<file path="src/rtl/regscript_pkg.sv">
package regscript_pkg;

    localparam int WORD_W = 32;
    localparam int BYTE_W = 8;

    // Opcode values: the operand length of each is fixed by its value
    localparam logic [BYTE_W-1:0] OPC_DATA_FULL = 8'hE2;
    localparam logic [BYTE_W-1:0] OPC_DATA_LOW  = 8'h42;
    localparam logic [BYTE_W-1:0] OPC_ADDR_FULL = 8'hE0;
    localparam logic [BYTE_W-1:0] OPC_ADDR_LOW  = 8'h40;
    localparam logic [BYTE_W-1:0] OPC_HEAD_WAIT = 8'h5F;
    localparam logic [BYTE_W-1:0] OPC_BUS_OFF   = 8'hB0;
    localparam logic [BYTE_W-1:0] OPC_BUS_ON    = 8'hD0;
    localparam logic [BYTE_W-1:0] OPC_EXIT      = 8'h7F;

    typedef enum logic [2:0] {
        ST_IDLE,
        ST_FETCH,
        ST_OPND,
        ST_WAIT,
        ST_WRITE,
        ST_DONE,
        ST_FAULT
    } eng_state_e;

    typedef struct packed {
        logic [WORD_W-1:0] addr;
        logic [WORD_W-1:0] data;
    } wr_req_t;

    // Number of operand bytes after an opcode (0 = single-byte opcode)
    function automatic logic [2:0] operand_count(input logic [BYTE_W-1:0] op);
        case (op)
            OPC_DATA_FULL, OPC_ADDR_FULL:               return 3'd4;
            OPC_DATA_LOW, OPC_ADDR_LOW, OPC_HEAD_WAIT:  return 3'd2;
            default:                                    return 3'd0;
        endcase
    endfunction

endpackage

</file>
<file path="src/rtl/regscript_operand.sv">
module regscript_operand
    import regscript_pkg::*;
(
    input  logic                clk,
    input  logic                rst,
    input  logic                load,
    input  logic [1:0]          idx,
    input  logic [BYTE_W-1:0]   byte_in,
    output logic [WORD_W-1:0]   word
);
    logic [WORD_W-1:0] acc_q;

    always_ff @(posedge clk) begin
        if (rst)
            acc_q <= '0;
        else if (load)
            acc_q[idx*BYTE_W +: BYTE_W] <= byte_in;
    end

    // Merge the byte being read this cycle so the last operand is usable at once
    always_comb begin
        word = acc_q;
        word[idx*BYTE_W +: BYTE_W] = byte_in;
    end
endmodule

</file>
<file path="src/rtl/regscript_head_wait.sv">
module regscript_head_wait #(
    parameter int NUM_HEADS = 2
) (
    input  logic [NUM_HEADS-1:0] mask,
    input  logic                 level,
    input  logic [NUM_HEADS-1:0] head_flag,
    output logic                 met
);
    logic [NUM_HEADS-1:0] head_ok;

    for (genvar h = 0; h < NUM_HEADS; h++) begin : g_head
        assign head_ok[h] = !mask[h] || (head_flag[h] == level);
    end

    assign met = &head_ok;
endmodule

</file>
<file path="src/rtl/regscript_engine.sv">
module regscript_engine
    import regscript_pkg::*;
#(
    parameter int DEPTH     = 256,
    parameter int NUM_HEADS = 2
) (
    input  logic                     clk,
    input  logic                     rst,
    input  logic                     start,
    output logic [$clog2(DEPTH)-1:0] script_addr,
    input  logic [7:0]               script_byte,
    input  logic [NUM_HEADS-1:0]     head_flag,
    output logic                     wr_valid,
    input  logic                     wr_ready,
    output logic [31:0]              wr_addr,
    output logic [31:0]              wr_data,
    output logic                     bus_en,
    output logic                     busy,
    output logic                     done,
    output logic                     error,
    output logic [7:0]               dbg_byte
);
    localparam int IDX_W = $clog2(DEPTH);
    localparam int PTR_W = IDX_W + 1;

    eng_state_e            st_q;
    logic [PTR_W-1:0]      pc_q;
    logic [BYTE_W-1:0]     op_q;
    logic [1:0]            idx_q;
    wr_req_t               req_q;
    logic                  bus_en_q;
    logic [BYTE_W-1:0]     dbg_q;
    logic [NUM_HEADS-1:0]  wmask_q;
    logic                  wlvl_q;
    logic [WORD_W-1:0]     opnd_word;
    logic                  wait_met;
    logic                  at_end;
    logic                  last_opnd;

    assign at_end    = (pc_q == PTR_W'(DEPTH));
    assign last_opnd = ({1'b0, idx_q} == (operand_count(op_q) - 3'd1));

    regscript_operand u_opnd (
        .clk     (clk),
        .rst     (rst),
        .load    (st_q == ST_OPND && !at_end),
        .idx     (idx_q),
        .byte_in (script_byte),
        .word    (opnd_word)
    );

    regscript_head_wait #(.NUM_HEADS(NUM_HEADS)) u_wait (
        .mask      (wmask_q),
        .level     (wlvl_q),
        .head_flag (head_flag),
        .met       (wait_met)
    );

    always_ff @(posedge clk) begin
        if (rst) begin
            st_q     <= ST_IDLE;
            pc_q     <= '0;
            op_q     <= '0;
            idx_q    <= '0;
            req_q    <= '1;
            bus_en_q <= 1'b1;
            dbg_q    <= '0;
            wmask_q  <= '0;
            wlvl_q   <= 1'b0;
        end else begin
            case (st_q)
                ST_IDLE, ST_DONE, ST_FAULT: begin
                    if (start) begin
                        st_q     <= ST_FETCH;
                        pc_q     <= '0;
                        req_q    <= '1;
                        bus_en_q <= 1'b1;
                    end
                end
                ST_FETCH: begin
                    if (at_end) begin
                        st_q <= ST_FAULT;
                    end else begin
                        pc_q  <= pc_q + 1'b1;
                        op_q  <= script_byte;
                        idx_q <= '0;
                        if (operand_count(script_byte) != 3'd0) begin
                            st_q <= ST_OPND;
                        end else begin
                            case (script_byte)
                                OPC_BUS_OFF: bus_en_q <= 1'b0;
                                OPC_BUS_ON:  bus_en_q <= 1'b1;
                                OPC_EXIT:    st_q     <= ST_DONE;
                                default:     dbg_q    <= script_byte;
                            endcase
                        end
                    end
                end
                ST_OPND: begin
                    if (at_end) begin
                        st_q <= ST_FAULT;
                    end else begin
                        pc_q  <= pc_q + 1'b1;
                        idx_q <= idx_q + 1'b1;
                        if (last_opnd) begin
                            st_q <= ST_FETCH;
                            case (op_q)
                                OPC_DATA_FULL: req_q.data        <= opnd_word;
                                OPC_DATA_LOW:  req_q.data[15:0]  <= opnd_word[15:0];
                                OPC_ADDR_FULL: begin
                                    req_q.addr <= opnd_word;
                                    st_q       <= ST_WRITE;
                                end
                                OPC_ADDR_LOW: begin
                                    req_q.addr[15:0] <= opnd_word[15:0];
                                    st_q             <= ST_WRITE;
                                end
                                OPC_HEAD_WAIT: begin
                                    wmask_q <= opnd_word[NUM_HEADS-1:0];
                                    wlvl_q  <= opnd_word[BYTE_W];
                                    st_q    <= ST_WAIT;
                                end
                                default: ;
                            endcase
                        end
                    end
                end
                ST_WAIT: begin
                    if (wait_met)
                        st_q <= ST_FETCH;
                end
                ST_WRITE: begin
                    if (wr_ready)
                        st_q <= ST_FETCH;
                end
                default: st_q <= ST_IDLE;
            endcase
        end
    end

    assign script_addr = pc_q[IDX_W-1:0];
    assign wr_valid    = (st_q == ST_WRITE);
    assign wr_addr     = req_q.addr;
    assign wr_data     = req_q.data;
    assign bus_en      = bus_en_q;
    assign busy        = (st_q == ST_FETCH) || (st_q == ST_OPND) ||
                         (st_q == ST_WAIT)  || (st_q == ST_WRITE);
    assign done        = (st_q == ST_DONE);
    assign error       = (st_q == ST_FAULT);
    assign dbg_byte    = dbg_q;
endmodule

</file>
<file path="config.mk">
export PLATFORM = sky130hd
export DESIGN_NAME = regscript_engine
export DESIGN_NICKNAME = d
export VERILOG_FILES = /design/src/rtl/regscript_pkg.sv /design/src/rtl/regscript_operand.sv /design/src/rtl/regscript_head_wait.sv /design/src/rtl/regscript_engine.sv
export SDC_FILE = /design/constraint.sdc
export NUM_CORES = 1
export LEC_CHECK = 0
export BUFFER_PORTS_ARGS = -buffer_cell sky130_fd_sc_hd__buf_2
export CAP_MARGIN = 20
export CORE_ASPECT_RATIO = 0.8
export CORE_MARGIN = 2
export CORE_UTILIZATION = 40
export DETAILED_ROUTE_END_ITERATION = 7
export GPL_TIMING_DRIVEN = 0
export PLACE_DENSITY = 0.58
export REMOVE_ABC_BUFFERS = 1
export SETUP_SLACK_MARGIN = 0.1
export SLEW_MARGIN = 15
export SYNTH_ARGS = -nofsm -noshare
export SYNTH_HDL_FRONTEND = slang
export SYNTH_SLANG_ARGS = --single-unit
</file>
<file path="constraint.sdc">
create_clock -name clk -period 2.22 [get_ports clk]
set_clock_uncertainty 0.2 [all_clocks]
set_input_delay 0.111 -clock clk [delete_from_list [all_inputs] [get_ports clk]]
set_output_delay 0.111 -clock clk [all_outputs]
set_load 0.03 [all_outputs]
</file>
## Word level (Yosys, flattened, before mapping)

Cells that the tools add are included.

- Register bits: 130
- Input port bits: 14
- Output and inout port bits: 85
- Logic and storage cells: 131

- Bitwise gates (word level): 3
- Shifts and indexed selects: 2
- Muxes and demuxes: 35
- Reduce and logical (&&, ||, !) cells: 36
- Equal/unequal tests: 38
- Add/subtract/negate cells: 4

Operators with widths:

| operator | number |
|---|---|
| 64-bit two-way mux | 3 |
| 64-bit one-hot mux with 2 select lines | 1 |
| 16-bit two-way mux | 4 |
| 8-bit by 7-bit == test with 1-bit output, second input constant | 7 |
| 8-bit == test, second input constant | 6 |
| 5-bit negator with 34-bit output | 1 |
| 8-bit by 34-bit variable shift with 32-bit output, first input constant | 1 |
| 8-bit by 34-bit variable part select with 32-bit output | 1 |
| 3-bit two-way mux | 11 |
| 32-bit bitwise mux | 1 |
| 5-bit AND reduction | 6 |
| 9-bit two-way mux | 2 |
| 3-bit one-hot mux with 2 select lines | 3 |
| 9-bit one-hot mux with 2 select lines | 1 |
| 2-bit != test, second input constant | 8 |
| 3-bit one-hot mux with 5 select lines | 1 |
| 3-bit OR reduction | 4 |
| 2-bit OR reduction | 5 |
| 9-bit by 1-bit adder with 9-bit output, second input constant | 1 |
| 3-bit == test, second input constant | 3 |
| 9-bit == test, second input constant | 1 |
| 2-bit by 1-bit != test with 1-bit output, second input constant | 4 |
| 4-bit AND reduction | 2 |
| 2-bit nonzero test | 4 |
| other kinds (21) | 37 |

## Longest topological paths before layout

- Depth after elaboration: 10
- Mapped depth: 9
- Depth with buffers taken out: 7

## Hierarchy

Synthesis repeated with hierarchy kept, for this count alone.

- Cell total of the unflattened synthesis: 611
- Area, all modules: 6019.5 µm²

Modules (own cells, without submodules):

| module | sequential area each (µm²) | cells each | instances | area each (µm²) |
|---|---|---|---|---|
| regscript_engine | 1961.9 | 421 | 1 | 4180.3 |
| regscript_operand | 640.6 | 186 | 1 | 1806.7 |
| regscript_head_wait | 0.0 | 4 | 1 | 32.5 |

## Least setup slack after synthesis

Ideal clock, no wire load.

- Path type: reg-to-reg
- Start: register st_q[2]
- End: register bus_en_q (netlist: bus_en)
- Setup time: 0.134 ns
- Path buffers: 1
- Stages on the path, launching flop included: 7
- Data required time: 1.886 ns
- Clock period less this slack: 2.692 ns
- Arrival time: 2.358 ns
- Path slack: -0.472 ns
- Path through: dfxtp_1 buf_2 inv_1 nor3_1 a22oi_1 o41a_1 or4b_1

- Word-level cells in the longest chain between the ends: 4
- Elaborated cells on any way between the ends: 12
- Those cells by class: eq/ne: 7; mux: 1; reduce/logical: 4

RTL lines:

| element | RTL line | RTL |
|---|---|---|
| start: declaration | regscript_engine.sv:26 | `eng_state_e st_q;` |
| start signal: assignment | regscript_engine.sv:61 | `st_q <= ST_IDLE;` |
| start signal: assignment | regscript_engine.sv:74 | `st_q <= ST_FETCH;` |
| start signal: assignment | regscript_engine.sv:82 | `st_q <= ST_FAULT;` |
| 3-bit == test * | - |  |
| net error | regscript_engine.sv:20 | `output logic error,` |
| 3-bit OR reduction * | regscript_engine.sv:71 | `case (st_q)` |
| 2-bit != test (no source line) or 2-bit nonzero test (tied branches) | - |  |
| 5-bit AND reduction (no source line) | - |  |
| end signal: assignment | regscript_engine.sv:66 | `bus_en_q <= 1'b1;` |
| end signal: assignment | regscript_engine.sv:77 | `bus_en_q <= 1'b1;` |
| end signal: assignment | regscript_engine.sv:91 | `OPC_BUS_OFF: bus_en_q <= 1'b0;` |
| end: declaration | regscript_engine.sv:31 | `logic bus_en_q;` |

The timed path passes the listed nets; every way through them passes the cells marked *.
A chain may end at the register's enable or synchronous reset.

## Worst setup path after layout

- Start: register pc_q[2]
- End: register bus_en_q (netlist: bus_en)

- Word-level cells in the longest chain between the ends: 3

RTL lines:

| element | RTL line | RTL |
|---|---|---|
| start: declaration | regscript_engine.sv:27 | `logic [PTR_W-1:0] pc_q;` |
| start signal: assignment | regscript_engine.sv:84 | `pc_q <= pc_q + 1'b1;` |
| start signal: assignment | regscript_engine.sv:103 | `pc_q <= pc_q + 1'b1;` |
| 9-bit == test | regscript_engine.sv:40 | `assign at_end = (pc_q == PTR_W'(DEPTH));` |
| 2-bit != test (no source line) | - |  |
| 5-bit AND reduction (no source line) | - |  |

No other way between the ends.

==> out/qor_table.md <==
| Stage | Parameter | This run |
|:---|:---|:---|
| outcome | Outcome | finished with violations |
| outcome | Violations in the final reports | negative setup slack |
| floorplanning | Top-level I/O count | 99 |
| synth | Seq/Total Area, Yosys | 43.7% |
| synth | Area share of the largest cell type after synthesis | 43.7% |
| floorplanning | Die boundary height | 113 microns |
| detailed routing | Vias | 5,437 |
| detailed routing | Wire per inst | 18.9 microns |
| min path | Worst hold path depth | 3 |
| timing | Final hold slack | 0.00985 ns |
| final layout | Final net count | 781 |
| worst setup path | Classification of the worst setup path | reg2reg |
| min path | Path class of the lowest-slack min-delay path | in2reg |
| synth | Top cells by area, synth | sky130_fd_sc_hd__dfxtp_1, sky130_fd_sc_hd__mux2i_1, sky130_fd_sc_hd__nor2_1, sky130_fd_sc_hd__a22oi_1, sky130_fd_sc_hd__a221oi_1 |
| place | Last weighted congestion value of the routability-driven placer | 0.824 |
| final layout | Final cell count without fillers | 956 |
| place | Dpl hpwl | 9990 microns |
| place | Number of placed instances with taps included | 858 |
| timing | Post-route minimum period | 2.27 ns |
| synth | Dominant synthesized flop cell | sky130_fd_sc_hd__dfxtp_1 |
| grt | Largest net degree at the start of global routing | 67 |
| timing | Slew HR | 63.7% |
| synth | Number of enable-type register cells in the synthesized netlist | 0 |
| detailed routing | Detail-routed via count per cell | 5.69 |
| clock tree | Buffer type at the clock tree root | sky130_fd_sc_hd__clkbuf_16 |
| floorplanning | Die area | 15,900 sq um |
| final layout | Flip-flop and latch area | 2630 sq um |
| final layout | Footprint of the multi-input gates | 3390 sq um |
| final layout | Final std cell area, no fill | 8170 sq um |
| grt | Remaining Overflow, GRT | 0 |
| floorplanning | Initial core utilization | 41.4% |
| synth | Instance count of the mapped netlist | 627 |
| synth | Top cells by instance count after synthesis | sky130_fd_sc_hd__nor2_1, sky130_fd_sc_hd__dfxtp_1, sky130_fd_sc_hd__mux2i_1, sky130_fd_sc_hd__a22oi_1 |
| power | P_leak | 3.44 nW |
| clock tree | Total number of H-tree levels | 4 |
| timing | Max Slew Vio Count | 0 |
| timing | Post-route setup TNS | -0.205 ns |
| power | Ratio of total power to cell area | 987 nW/um^2 |
| timing | Setup violations, final | 11 |
| flow run | Max cap viols | 0 |
| clock tree | Reg clk slew, reported paths | 0.06 ns |
| final layout | Fill cell instance count of the final layout | 1,227 |
| worst setup path | Source of the worst register-to-register timing path | pc_q[2] |
| place | Worst slack after detailed placement | -0.961 ns |
| floorplanning | Core outline area | 14,400 sq um |
| grt | Tot GR Track Use | 21.7% |
| synth | Count of warnings emitted by yosys | 0 |
| min path | Endpoint with the worst hold slack | wr_addr[17] |
| timing | Setup repair after global routing missed its margin | yes |
| grt | Wire length of the first global-routing pass | 27,200 microns |
| worst setup path | Nature of the critical path endpoint | register |
| final layout | Area growth from synthesis to final layout | 37.2% |
| grt | Antenna violations before repair | 0 |
| power | Total power | 8.07 mW |
| grt | Number of global-route vias before repair | 5,117 |
| timing | Tightest Pin Transition | 0.542 ns |
| worst setup path | Launching element type of the critical path | register |
| floorplanning | Die width | 140 microns |
| final layout | Antenna fix cells | 0 |
| floorplanning | Total number of placement rows | 39 |
| timing | Hold violation count in the final report | 0 |
| worst setup path | Capture point of the worst reg-to-reg path | bus_en |
| timing | Fmax achieved | 0.441 GHz |
| min path | Launch point of the worst hold path | rst |
| synth | Yosys cell types | 64 |
| place | Count of input and output buffers | 98 |
| synth | Post-synthesis sequential element count | 130 |
| final layout | Post-route core utilization | 56.8% |
| power | Maximum vdd drop | 707 uV |
| detailed routing | Antenna violation net count after detailed routing | 0 |
| worst setup path | Critical path data arrival time | 2.35 ns |
| clock tree | Num CTS Buffers | 17 |
| worst setup path | Biggest fanout along the worst timing path | 8 |
| synth | Synthesized area per cell | 9.50 sq um |
| worst setup path | Required @ worst endpoint | 2.30 ns |
| detailed routing | Drt pass-1 iters | 7 |
| detailed routing | First DRT Iteration DRCs | 341 |
| detailed routing | Total Routed Length | 18,100 microns |
| detailed routing | DR DRC count | 0 |
| clock tree | Maximum buffer depth of the clock tree | 2 |
| worst setup path | Cells on worst reg2reg path | 5 |
| timing | Min setup slack post-route | -0.0476 ns |
| place | Post-detailed-placement cell area | 6450 sq um |
| final layout | Ratio of cells with drive above 1 in the final layout | 33.5% |
| synth | Synth area leader | sky130_fd_sc_hd__dfxtp_1 |
| synth | Fraction of registers with async set or reset after synthesis | 0% |
| synth | Mapped cell area | 5960 sq um |
| synth | Most repeated cell in the gate-level netlist after synthesis | sky130_fd_sc_hd__nor2_1 |
| clock tree | TritonCTS clock tree | done |
| worst setup path | Worst setup slack for register-to-register paths | -0.05 ns |
| clock tree | Worst-skew pair later-pin latency | 0.41 ns |
| timing | Fin crit share | 102% |
| clock tree | Clk sinks | 130 |
## worst max-delay path by stage
| stage | start | endpoint |
|---|---|---|
| global route | pc_q[0] | st_q[1] |
| detailed placement | st_q[1] | wr_addr[24] |
| CTS | pc_q[1] | bus_en |
| global placement | rst | st_q[1] |
| floorplan | st_q[2] | bus_en |
| finish | pc_q[2] | bus_en |
## kinds of logic after synthesis
group                    share of synthesized area, %
AO/OA/AOI/OAI                                    16.4
XOR/XNOR                                         2.21
adder cells (fa/ha/maj)                          1.47
buffers and inverters                            5.40
flip-flops                                       43.7
multiplexers                                     13.8
AND/OR/NAND/NOR                                  17.0
## what timing repair did
| action | CTS | global route |
|---|---|---|
| gates resized for setup | 63 | 43 |
| pin swaps | 15 | 13 |
| hold endpoints to repair | 24 | 0 |
| setup endpoints to repair | 131 | 127 |
| setup buffers | 30 | 19 |
| gates cloned | 2 | 2 |
| hold buffers | 14 | 0 |
## sequential cells by signal, indices dropped and copies added, names as in the netlist
name,count
bus_en,1
pc_q,9
u_opnd.acc_q,32
dbg_byte,8
wr_data,32
wr_addr,32
wmask_q,2
idx_q,2
wlvl_q,1
op_q,8
st_q,3
## cell type report
class / instances / area share, %
repair buffers: 167 / 15.3
flip-flops and latches: 130 / 32.2
multi-input cells: 431 / 41.4
clock buffers: 27 / 6.28
well taps: 184 / 2.82
clock inverters: 4 / 1.16
inverters: 13 / 0.811
## report_power, final
part | total, mW | switching (mW) | leakage [nW] | internal [mW]
clock network | 2.88 | 0.972 | 0.298 | 1.91
registers | 2.59 | 0.139 | 1.06 | 2.45
logic | 2.59 | 1.37 | 2.08 | 1.23
## placed cells by master (no fill, tap or decap), types with 4 or more instances in the layout
| cell type | n |
|---|---|
| sky130_fd_sc_hd__a22oi_1 | 32 |
| sky130_fd_sc_hd__dfxtp_4 | 7 |
| sky130_fd_sc_hd__dlygate4sd3_1 | 14 |
| sky130_fd_sc_hd__clkbuf_1 | 5 |
| sky130_fd_sc_hd__nor4b_4 | 5 |
| sky130_fd_sc_hd__clkbuf_16 | 18 |
| sky130_fd_sc_hd__a211oi_1 | 4 |
| sky130_fd_sc_hd__a21oi_1 | 4 |
| sky130_fd_sc_hd__nand3_4 | 4 |
| sky130_fd_sc_hd__o2111ai_1 | 5 |
| sky130_fd_sc_hd__nand2_1 | 7 |
| sky130_fd_sc_hd__and3_1 | 6 |
| sky130_fd_sc_hd__ha_1 | 4 |
| sky130_fd_sc_hd__dfxtp_1 | 120 |
| sky130_fd_sc_hd__a31oi_1 | 4 |
| sky130_fd_sc_hd__mux2i_1 | 80 |
| sky130_fd_sc_hd__buf_4 | 36 |
| sky130_fd_sc_hd__buf_2 | 99 |
| sky130_fd_sc_hd__nor3_1 | 5 |
| sky130_fd_sc_hd__buf_6 | 5 |
| sky130_fd_sc_hd__nor2_1 | 131 |
| sky130_fd_sc_hd__xor2_1 | 12 |
| sky130_fd_sc_hd__a221oi_2 | 8 |
| sky130_fd_sc_hd__nand3_1 | 6 |
| sky130_fd_sc_hd__clkbuf_8 | 5 |
| sky130_fd_sc_hd__o21ai_0 | 7 |
| sky130_fd_sc_hd__inv_1 | 6 |
| sky130_fd_sc_hd__buf_12 | 9 |
| sky130_fd_sc_hd__a221oi_1 | 21 |
## layer usage
layer / share of wire [%] / GRT usage, % / vias up
li1: - / - / 2551
met1: 46 / 29.8 / 2652
met2: 45 / 33.7 / 203
met3: 7.6 / 5.67 / 31
met4: 1.8 / 6.67 / 0
met5: 0 / 0 / -
## critical path, cell delays in order (launching register included)
cell	delay, ns
sky130_fd_sc_hd__dfxtp_1	0.52
sky130_fd_sc_hd__or4b_4	0.25
sky130_fd_sc_hd__nor2_4	0.04
sky130_fd_sc_hd__a211o_1	0.27
sky130_fd_sc_hd__o41a_1	0.36
sky130_fd_sc_hd__or4b_1	0.49
Note: power is estimated with default switching activity, not from simulation.
